### config.mk
export PLATFORM = sky130hd
export DESIGN_NAME = fss_motion_est
export DESIGN_NICKNAME = d
export VERILOG_FILES = /design/src/rtl/fss_motion_est.sv
export SDC_FILE = /design/constraint.sdc
export NUM_CORES = 1
export LEC_CHECK = 0
export BUFFER_PORTS_ARGS = -buffer_cell sky130_fd_sc_hd__buf_2
export CAP_MARGIN = 15
export CORE_MARGIN = 2
export CORE_UTILIZATION = 40
export CTS_BUF_LIST = sky130_fd_sc_hd__clkbuf_16
export DETAILED_ROUTE_END_ITERATION = 7
export PLACE_DENSITY = 0.56
export RECOVER_POWER = 25
export SLEW_MARGIN = 30
export SYNTH_ARGS = -nofsm -noshare
export SYNTH_HDL_FRONTEND = slang
export SYNTH_SLANG_ARGS = --single-unit
### constraint.sdc
create_clock -name clk -period 13.6 [get_ports clk]
set_clock_uncertainty 0.2 [all_clocks]
set_input_delay 2.72 -clock clk [delete_from_list [all_inputs] [get_ports clk]]
set_output_delay 2.72 -clock clk [all_outputs]
set_load 0.05 [all_outputs]
### src/rtl/fss_motion_est.sv
module fss_motion_est #(
  parameter int PW      = 8,
  parameter int SW      = 12,
  parameter int MW      = 5,
  parameter int BLK     = 4,
  parameter int REGION  = 20,
  parameter int FRAME_W = 176,
  parameter int FRAME_H = 144,
  parameter int XW      = $clog2(FRAME_W),
  parameter int YW      = $clog2(FRAME_H),
  parameter int CAW     = $clog2(BLK*BLK),
  parameter int RAW     = $clog2(REGION*REGION)
) (
  input  logic                 clk,
  input  logic                 rst_n,
  input  logic                 start,
  input  logic [XW-1:0]        blk_x,
  input  logic [YW-1:0]        blk_y,
  output logic [CAW-1:0]       cur_addr,
  input  logic [PW-1:0]        cur_data,
  output logic [RAW-1:0]       ref_addr,
  input  logic [PW-1:0]        ref_data,
  output logic                 done,
  output logic signed [MW-1:0] mv_x,
  output logic signed [MW-1:0] mv_y,
  output logic [SW-1:0]        min_sad
);
  localparam int NPIX   = BLK*BLK;
  localparam int CW     = $clog2(NPIX+1);
  localparam int MARGIN = (REGION-BLK)/2;
  localparam int MAXSAD = NPIX*((1<<PW)-1);

  typedef enum logic [1:0] {S_IDLE, S_PICK, S_EVAL, S_CMP} st_t;
  st_t state;

  logic [XW-1:0] ox;
  logic [YW-1:0] oy;
  logic [3:0] s, bk, kcur;
  logic [1:0] pass;
  logic fin, dv, excl, pt_in;
  logic signed [MW-1:0] cx, cy, mdx, mdy, px, py, bkx, bky;
  logic [SW-1:0] best, acc;
  logic [CW-1:0] cnt;
  logic [PW-1:0] ad;

  always_comb begin
    int ki, kxi, kyi, stp, ra, sx, sy, fx, fy;
    if (pass == 0 && !fin)
      ki = (s == 0) ? 4 : ((s <= 4) ? int'(s) - 1 : int'(s));
    else
      ki = int'(s);
    kxi  = ki % 3 - 1;
    kyi  = ki / 3 - 1;
    stp  = fin ? 1 : 2;
    kcur = 4'(ki);
    px   = MW'(int'(cx) + kxi*stp);
    py   = MW'(int'(cy) + kyi*stp);
    sx   = kxi + int'(mdx);
    sy   = kyi + int'(mdy);
    excl = ((ki == 4) && (pass != 0 || fin)) ||
           ((pass != 0) && !fin && sx >= -1 && sx <= 1 && sy >= -1 && sy <= 1);
    fx    = int'(ox) + int'(px);
    fy    = int'(oy) + int'(py);
    pt_in = fx >= 0 && fx <= FRAME_W-BLK && fy >= 0 && fy <= FRAME_H-BLK;
    ra = (MARGIN + int'(py) + int'(cnt)/BLK)*REGION + MARGIN + int'(px) + int'(cnt)%BLK;
    ref_addr = RAW'(ra);
    bkx = MW'(int'(bk) % 3 - 1);
    bky = MW'(int'(bk) / 3 - 1);
  end

  assign cur_addr = cnt[CAW-1:0];
  assign ad = (cur_data > ref_data) ? cur_data - ref_data : ref_data - cur_data;

  always_ff @(posedge clk or negedge rst_n) begin
    if (!rst_n) begin
      state <= S_IDLE;
      ox <= '0; oy <= '0; s <= '0; bk <= 4'd4; pass <= '0; fin <= 1'b0;
      cx <= '0; cy <= '0; mdx <= '0; mdy <= '0;
      best <= '1; acc <= '0; cnt <= '0; dv <= 1'b0;
      done <= 1'b0; mv_x <= '0; mv_y <= '0; min_sad <= '0;
    end else begin
      done <= 1'b0;
      dv   <= (state == S_EVAL) && (cnt < CW'(NPIX));
      if (dv) acc <= acc + SW'(ad);
      case (state)
        S_IDLE: if (start) begin
          ox <= blk_x; oy <= blk_y;
          cx <= '0; cy <= '0; mdx <= '0; mdy <= '0;
          s <= '0; bk <= 4'd4; pass <= '0; fin <= 1'b0; best <= '1;
          state <= S_PICK;
        end
        S_PICK: begin
          if (s == 4'd9) begin
            if (fin) begin
              done <= 1'b1;
              mv_x <= cx + bkx;
              mv_y <= cy + bky;
              min_sad <= best;
              state <= S_IDLE;
            end else begin
              cx <= cx + (bkx <<< 1);
              cy <= cy + (bky <<< 1);
              s  <= '0;
              bk <= 4'd4;
              if (bk == 4'd4 || pass == 2'd2) fin <= 1'b1;
              else begin
                pass <= pass + 2'd1;
                mdx <= bkx;
                mdy <= bky;
              end
            end
          end else if (excl || !pt_in) begin
            s <= s + 4'd1;
          end else begin
            cnt <= '0;
            acc <= '0;
            state <= S_EVAL;
          end
        end
        S_EVAL: begin
          cnt <= cnt + CW'(1);
          if (cnt == CW'(NPIX)) state <= S_CMP;
        end
        S_CMP: begin
          if (acc < best) begin
            best <= acc;
            bk <= kcur;
          end
          s <= s + 4'd1;
          state <= S_PICK;
        end
        default: state <= S_IDLE;
      endcase
    end
  end

  assert_ref_addr_R1: assert property (@(posedge clk) disable iff (!rst_n)
    (state == S_EVAL && cnt < CW'(NPIX)) |-> (int'(ref_addr) < REGION*REGION));

  assert_sad_bound_R2: assert property (@(posedge clk) disable iff (!rst_n)
    done |-> (int'(min_sad) <= MAXSAD));

  assert_pass_limit_R4: assert property (@(posedge clk) disable iff (!rst_n)
    (state != S_IDLE && !fin && s == 4'd9) |-> (pass <= 2'd2));

  assert_in_frame_R7: assert property (@(posedge clk) disable iff (!rst_n)
    (state == S_EVAL) |-> pt_in);

  assert_done_pulse_R8: assert property (@(posedge clk) disable iff (!rst_n)
    done |=> !done);

  assert_mv_range_R10: assert property (@(posedge clk) disable iff (!rst_n)
    done |-> (mv_x >= -7 && mv_x <= 7 && mv_y >= -7 && mv_y <= 7));
endmodule

==> flow_metrics.tcl, run 1 <==
set metrics [dict create \
    synthesis.area_sq_um 14100 \
    grt_antenna_before_repair 2 \
    violations "max-capacitance violations, max-slew violations" \
    synth_top_cell_area_share_pct 16.8 \
    layout_common_cells "189 x ha_1, 138 x nand2_1, 124 x nor2_1" \
    seq_area_frac_synth_pct 17.8 \
    synth-async-reset-ratio_pct 100 \
    fmax_mhz 77.4 \
    yosysUniqueCellTypes 90 \
    cts.clk_slew.worst_paths_ns 0.09 \
    num_io_pins 71 \
    fin_crit_sh_pct 95.0 \
    grt_use_total_pct 21.8 \
    htree_levels 3 \
    die_w_microns 192 \
    cts_root_buf "clkbuf_16" \
    hpwl_microns 31400 \
    nFillCells 3539 \
    cts_made_buffers 9 \
    slew_headroom_pct -176 \
    die-area_sq_um 36900 \
    min_path_type "reg -> reg" \
    min_path_cells 2 \
    ys_ff_latch 100 \
    cp_num_buf_inv 10 \
    grtUsageMet2_pct 35.7 \
    viasPerCell 5.84 \
    coreArea_sq_um 34700 \
    worstSetupPathType "reg -> out" \
    final_common_cell "ha_1" \
    synth_edf_count 0 \
    min_period_ns 12.92 \
    critPathRequiredTime_ns 10.68 \
    tns_ns 0 \
    r2r_slack_ns 3.04 \
    avgRoutedWirePerCell_microns 17.9 \
    yosysWarnings 0 \
    postLayoutCellArea_sq_um 15300 \
    syn_to_final_growth_pct 8.00 \
    r2r-end "s[2]" \
    synth_area_leader_cell "ha_1" \
    cp_top_family "adder cells" \
    hold_end "mv_x[3]" \
    tightest_slew_ns 4.13 \
    final_nets 2047 \
    grt.busiest_layer "met2" \
    run_status "finished with violations" \
    gr-usage-met3_pct 2.78 \
    drt-initial-drc-count 816 \
    grt_pass1_vias 12500 \
    grt_pass1_wl_microns 64900 \
    grt_max_degree 77 \
    cp.arrival_ns 10.00 \
    num_rows 68 \
    gr-total-overflow 0 \
    syn_inst 1778 \
    dpl-instance-area_sq_um 14900 \
    cts.sinks 100 \
    critPathCaptureType "output pin" \
    clock_path_buffers 2 \
    hold_start "mv_x[3]" \
    max_stage_delay_ns 0.53 \
    cp_max_fo 12 \
    crit_slowest_cell "fa_1" \
    port_buffers 70 \
    met1_usage_pct 30.7 \
    avgSynthCellArea_sq_um 7.95 \
    first_pass_iters 5 \
    synth_ff_type "dfrtp_1" \
    synth_area_leaders "ha_1 17%, dfrtp_1 15%, xnor2_1 4.5%" \
    drive_above_1_share_pct 9.96 \
    worst_path_most_repeated_cell "ha_1" \
    finalSetupViolCount 0 \
    drc 0 \
    cp-start-kind "flip-flop" \
    die_h_microns 192 \
    start_util_pct 40.7 \
    cts_tree "done" \
    gp_congestion 0.897 \
    slew_viol_final 145 \
    wirelength_microns 40400 \
    clk_latency_ns 0.37 \
    reg2regPathDepth 38 \
    timing.rr.start "pass[0]" \
    num_vias 13200 \
    ant_nets 0 \
    hold_violations 0 \
    max_cap_violations 3 \
]
[what timing repair did]
action                                  in CTS  in global routing
pin swaps                                    1                  0
gates resized for setup                      0                 10
endpoints found under the setup margin       1                  2
buffers inserted                             1                  0
hold buffers                                 0                  0
[per-stage QoR]
step | util, % | setup slack, ns | std cells | hold WS [ns]
final | 44.0 | 0.680 | 2264 | 0.286
after global routing | 44.0 | -0.00880 | 2264 | 0.327
after CTS | 43.9 | 0.264 | 2263 | 0.288
after detailed placement | 43.0 | 0.430 | 2246 | 0.263
after global placement | 42.9 | 0.681 | 2246 | 0.259
after floorplan | - | 0.423 | 1782 | 0.256
[cell usage after synthesis (15+ instances only)]
library cell  count
a211oi_1         22
a21o_1           69
a21oi_1         120
and2_1           32
clkbuf_1         76
dfrtp_1          87
fa_1             19
ha_1            190
inv_1           119
mux2_2           21
mux2i_1          27
nand2_1         138
nand2b_1         23
nand3_1          47
nand4_1          21
nor2_1          125
nor2b_1          23
nor3_1           30
nor4_1           15
o211ai_1         20
o21a_1           31
o21ai_0         106
o21bai_1         15
o31ai_1          19
or3_1            16
xnor2_1          72
xor2_1           40
[final cells by class]
| cell class | count | area, sq um | area share, % |
|---|---|---|---|
| multi-input cells | 1477 | 10900 | 71.4 |
| flip-flops and latches | 100 | 2520 | 16.5 |
| well taps | 455 | 569 | 3.73 |
| repair buffers | 94 | 524 | 3.43 |
| inverters | 121 | 454 | 2.97 |
| clock buffers | 9 | 225 | 1.47 |
| clock inverters | 7 | 80.1 | 0.524 |
| diodes | 1 | 2.50 | 0.0164 |
[worst max-delay path by stage]
stage	slack [ns]	start	depth (start not counted)	end
6_report	0.68	pass[0]	47	ref_addr[8]
5_1_grt	-0.009	pass[0]	48	ref_addr[8]
4_1_cts	0.26	pass[0]	49	ref_addr[8]
3_5_place_dp	0.43	pass[0]	49	ref_addr[8]
3_3_place_gp	0.68	pass[0]	49	ref_addr[8]
2_1_floorplan	0.42	pass[0]	52	ref_addr[8]
[cells by family after synthesis]
| kind of cell | count (synthesis) | synth area share (%) |
|---|---|---|
| AO/OA/AOI/OAI | 564 | 27.2 |
| AND/OR/NAND/NOR | 536 | 19.0 |
| adder cells (fa/ha/maj) | 209 | 19.5 |
| buffers and inverters | 205 | 5.71 |
| XOR/XNOR | 113 | 7.05 |
| flip-flops | 100 | 17.8 |
| multiplexers | 49 | 3.66 |
| other | 2 | 0.0531 |
[per-layer routing]
layer  wire (microns)  share of wire [%]  vias to the layer above
met3             1580                3.9                       31
met1            19900                 49                     6377
li1                 -                  -                     6561
met2            18400                 45                      257
met4              603                1.5                        0
met5                0                  0                        -
[tightest hold or removal path: cells and delay by family, from the launching register on]
family	cells	cell delay (ns)
flops	1	0.35
compound gates	1	0.06
simple gates	1	0.04
[registers in the layout, indices dropped and copies added, names as in the netlist, 5 cells and up]
signal / count
min_sad: 12
cnt: 5
acc: 12
oy: 8
mv_y: 5
mdx: 5
mv_x: 5
mdy: 5
best: 12
ox: 8
Power of run 1 is not shown: default switching activity piles up to over one toggle a cycle in this logic, so the estimate is an artifact.
==> run 2: changes to the inputs <==
- CORE_UTILIZATION: 40 -> 58
- PLACE_DENSITY: 0.56 -> 0.79
- clock period: 13.6 -> 11.1 ns (I/O delays scaled with it)
==> run 2 against run 1 <==
Against the previous run:
- the run ends with max-capacitance violations, max-slew violations, negative setup slack left
- register-to-register slack worse by 1.7 ns
- critical path depth is 2 higher
- flip-flop and latch count stayed put
- utilization is 22 points higher
- count of clock-buffer cells in the layout stayed put
- sequential share of layout area is 0.59 points lower
- cell area is 3.7% higher
- cell count is 3.2% lower
- global-route usage is 8.5 points higher
- routed wire length is 2.1% lower
- critical path type unchanged
==> flow_metrics.tcl, run 2 (synthesis gave the netlist of run 1 again) <==
set metrics [dict create \
    worst_slack_ns -0.296 \
    timing.rr.start "pass[1]" \
    cts.clk_slew.worst_paths_ns 0.08 \
    seq_area_sq_um 2520 \
    syn_to_final_growth_pct 12.0 \
    r2r-end "s[3]" \
    die_h_microns 160 \
    cts_root_buf "clkbuf_16" \
    finalSetupViolCount 1 \
    start_util_pct 58.7 \
    grt_antenna_before_repair 2 \
    die_w_microns 160 \
    gr-total-overflow 0 \
    num_rows 57 \
    num_io_pins 71 \
    grt_max_degree 64 \
    coreArea_sq_um 24100 \
    hold_start "mv_x[3]" \
    max_cap_violations 3 \
    cts.sinks 100 \
    postCtsHoldBufs 0 \
    min_path_type "reg -> reg" \
    critPathCaptureType "output pin" \
    reg_top3 "acc: 12 flops, best: 12 flops, min_sad: 12 flops" \
    final_common_cell "ha_1" \
    violations "max-capacitance violations, max-slew violations, negative setup slack" \
    final_nets 2104 \
    cts_made_buffers 9 \
    drive_above_1_share_pct 14.7 \
    hold_slack_ns 0.289 \
    layout_common_cells "177 x ha_1, 137 x nand2_1, 121 x nor2_1" \
    run_status "finished with violations" \
    critPathRequiredTime_ns 8.68 \
    cp_top_family "adder cells" \
    fin_crit_sh_pct 103 \
    slew_viol_final 146 \
    post-route-util_pct 65.7 \
    pre_cts_ws_ns -0.147 \
    slew_headroom_pct -137 \
    grt_pass1_wl_microns 65100 \
    grt_use_total_pct 30.3 \
    rsz0062_at_grt "yes" \
    max_stage_delay_ns 0.55 \
    avgRoutedWirePerCell_microns 18.1 \
    min_path_cells 2 \
    cp_max_fo 5 \
    clk_latency_ns 0.36 \
    clock_path_buffers 2 \
    tns_ns -0.296 \
    worst_path_most_repeated_cell "ha_4" \
    cp-start-kind "flip-flop" \
    die-area_sq_um 25700 \
    first_pass_iters 5 \
    viasPerCell 6.34 \
    hpwl_microns 29800 \
    wirelength_microns 39600 \
    hold_end "mv_x[3]" \
    grt_pass1_vias 13300 \
    min_period_ns 11.40 \
    drc 0 \
    gp_congestion 0.944 \
    htree_levels 3 \
    num_vias 13900 \
    hold_violations 0 \
    worstSetupPathType "reg -> out" \
    port_buffers 70 \
    tightest_slew_ns 3.55 \
    cp.arrival_ns 8.98 \
    nFillCells 2067 \
    fmax_mhz 87.7 \
    drt-initial-drc-count 1091 \
    crit_slowest_cell "fa_1" \
    cts_tree "done" \
    cp_num_buf_inv 11 \
    ant_nets 0 \
    r2r_slack_ns 1.39 \
    reg2regPathDepth 36 \
    multi_input_area_sq_um 11200 \
]
## run 2: area by class of cell
class / instances / share of cell area, %
Clock inverter: 7 / 0.592
Inverter: 121 / 2.95
Multi-Input combinational cell: 1477 / 70.4
Antenna cell: 3 / 0.0474
Clock buffer: 9 / 1.42
Timing Repair Buffer: 151 / 6.13
Sequential cell: 100 / 15.9
Tap cell: 324 / 2.56
## run 2: per-layer routing
metal / GRT usage, % / routed length, microns
met1: 41.5 / 17800
met5: 0 / 0
met3: 3.77 / 2470
met4: 8.64 / 880
met2: 50.3 / 18400
## run 2: worst max path at each step
stage	from	endpoint	slack [ns]	cells past startpoint
after global routing	pass[0]	ref_addr[8]	-0.70	49
after CTS	pass[0]	ref_addr[8]	-0.22	47
after detailed placement	pass[0]	ref_addr[8]	-0.15	47
after floorplan	pass[0]	ref_addr[8]	-0.39	52
final	pass[1]	ref_addr[8]	-0.30	49
after global placement	pass[0]	ref_addr[8]	0.08	45
## run 2: through the flow
stage               std cells  area (sq um)
finish                   2192         15800
global route             2191         15800
CTS                      2184         15700
detailed placement       2154         15200
global placement         2154         15200
floorplan                1782         14300
## run 2: tightest hold or removal path: cells and delay by family, from the launching register on
| kind | cells | cell delay (ns) |
|---|---|---|
| simple gates | 1 | 0.05 |
| flops | 1 | 0.35 |
| compound gates | 1 | 0.06 |
## run 2: what timing repair did
item,CTS,global route
setup endpoints to repair,3,3
gates resized for setup,22,21
pin swaps,25,28
buffers inserted,14,5
Power of run 2 is left out for the same reason.
==> run 3: changes to the inputs <==
- CORE_MARGIN: 2 -> 5
- MAX_ROUTING_LAYER: unset -> met4
==> run 3 against run 2 <==
Against the previous run:
- the run still ends with max-capacitance violations, max-slew violations, negative setup slack left
- register-to-register slack lost 0.71 ns
- die area grew 7.6%
- fmax shrank 0.73%
- worst hold slack lost 0.0048 ns
- count of clock-buffer cells in the layout is the same
- first-iteration DRC count shrank 4.1%
- critical path depth shrank 2
- highest routed layer unchanged
==> flow_metrics.tcl, run 3 (synthesis gave the netlist of run 1 again) <==
set metrics [dict create \
    die-area_sq_um 27600 \
    grt_antenna_before_repair 0 \
    worst_slack_ns -0.379 \
    num_rows 57 \
    finalSetupViolCount 2 \
    hold_violations 0 \
    postLayoutCellArea_sq_um 15700 \
    r2r_slack_ns 0.68 \
    crit_start "pass[0]" \
    clock_path_buffers 2 \
    fin_crit_sh_pct 103 \
    cts_root_buf "clkbuf_16" \
    grt_use_total_pct 28.0 \
    dpl-instance-area_sq_um 15200 \
    max_stage_delay_ns 0.56 \
    hold_end "mv_x[1]" \
    cp_max_fo 4 \
    insertedDiodeCount 0 \
    slew_headroom_pct -64.1 \
    met1_usage_pct 35.8 \
    num_vias 13800 \
    htree_levels 3 \
    layout_common_cells "179 x ha_1, 137 x nand2_1, 120 x nor2_1" \
    min_path_type "reg -> reg" \
    avgRoutedWirePerCell_microns 17.8 \
    coreArea_sq_um 24200 \
    min_path_cells 2 \
    gr-usage-met3_pct 2.95 \
    postCtsHoldBufs 0 \
    drc 0 \
    hold_start "mv_x[1]" \
    die_h_microns 166 \
    grt.busiest_layer "met2" \
    cts_made_buffers 9 \
    num_io_pins 71 \
    slew_viol_final 92 \
    port_buffers 70 \
    cts.clk_slew.worst_paths_ns 0.08 \
    drt-initial-drc-count 1046 \
    rsz0062_at_grt "yes" \
    reg_top3 "acc: 12 flops, best: 12 flops, min_sad: 12 flops" \
    violations "max-capacitance violations, max-slew violations, negative setup slack" \
    post-route-util_pct 65.1 \
    viasPerCell 6.31 \
    first_pass_iters 5 \
    cp-start-kind "flip-flop" \
    grtUsageMet2_pct 46.8 \
    run_status "finished with violations" \
    cts.sinks 100 \
    final_nets 2100 \
    wirelength_microns 38900 \
    cp.arrival_ns 9.06 \
    drive_above_1_share_pct 14.6 \
    min_period_ns 11.48 \
    hpwl_microns 29900 \
    fmax_mhz 87.1 \
    worst_path_most_repeated_cell "ha_4" \
    syn_to_final_growth_pct 11.3 \
    timing.rr.start "pass[0]" \
    r2r-end "s[2]" \
    die_w_microns 166 \
    tightest_slew_ns 2.46 \
    gp_congestion 0.971 \
    critPathRequiredTime_ns 8.68 \
    grt_max_degree 54 \
    worstSetupPathType "reg -> out" \
    ant_nets 0 \
    clk_latency_ns 0.37 \
    grt_pass1_vias 13300 \
    gr-total-overflow 0 \
    start_util_pct 58.5 \
    crit_slowest_cell "fa_1" \
    grt_pass1_wl_microns 64300 \
    final_common_cell "ha_1" \
    critPathCaptureType "output pin" \
    cts_tree "done" \
    max_cap_violations 2 \
    reg2regPathDepth 36 \
]
==> run 3: cell count changes in the layout (fill, tap and decap cells not counted), sizes merged <==
cell / previous run / this run
clkbuf: 13 / 11
clkinv: 6 / 3
inv: 122 / 125
diode: 3 / 0
buf: 147 / 145
==> run 3: critical path: cells and delay by family (launching register included) <==
family | cells | cell delay, ns
flip-flops | 1 | 0.40
buffers and inverters | 10 | 0.73
AND/OR/NAND/NOR | 8 | 1.67
AO/OA/AOI/OAI | 11 | 1.73
adder cells (fa/ha/maj) | 11 | 3.08
XOR/XNOR | 7 | 1.11
==> run 3: stage by stage <==
stage	setup TNS [ns]	setup slack (ns)	std cells	hold WS, ns
after floorplan	-0.800	-0.387	1782	0.256
after global placement	0	0.127	2157	0.255
after detailed placement	-0.0923	-0.0923	2157	0.261
after CTS	-0.267	-0.267	2176	0.286
after global routing	-1.45	-0.804	2185	0.324
final	-0.385	-0.379	2185	0.284
==> run 3: final cells by class <==
cell class | count | area [sq um]
tap | 324 | 405
clock buffer | 9 | 225
timing repair buffer | 147 | 938
multi-input combinational | 1477 | 11100
inverter | 121 | 467
fill | 2088 | 8430
clock inverter | 7 | 67.6
sequential | 100 | 2520
==> run 3: how the worst max path moves through the flow <==
stage	end	slack (ns)
finish	ref_addr[8]	-0.38
global route	ref_addr[8]	-0.80
CTS	ref_addr[8]	-0.27
detailed placement	ref_addr[8]	-0.09
global placement	ref_addr[8]	0.13
floorplan	ref_addr[8]	-0.39
==> run 3: metal layers <==
layer,up-vias,share of wire (%),wire length [microns]
met3,109,4.9,1920
met2,487,48,18500
met5,-,0,0
li1,6667,-,-
met4,0,3.1,1220
met1,6518,44,17300
==> run 3: what timing repair did <==
action,4_1_cts,5_1_grt
resized for setup,16,24
setup endpoints to repair,3,4
setup buffers,3,9
pin swaps,9,31
Power of run 3 is left out for the same reason.
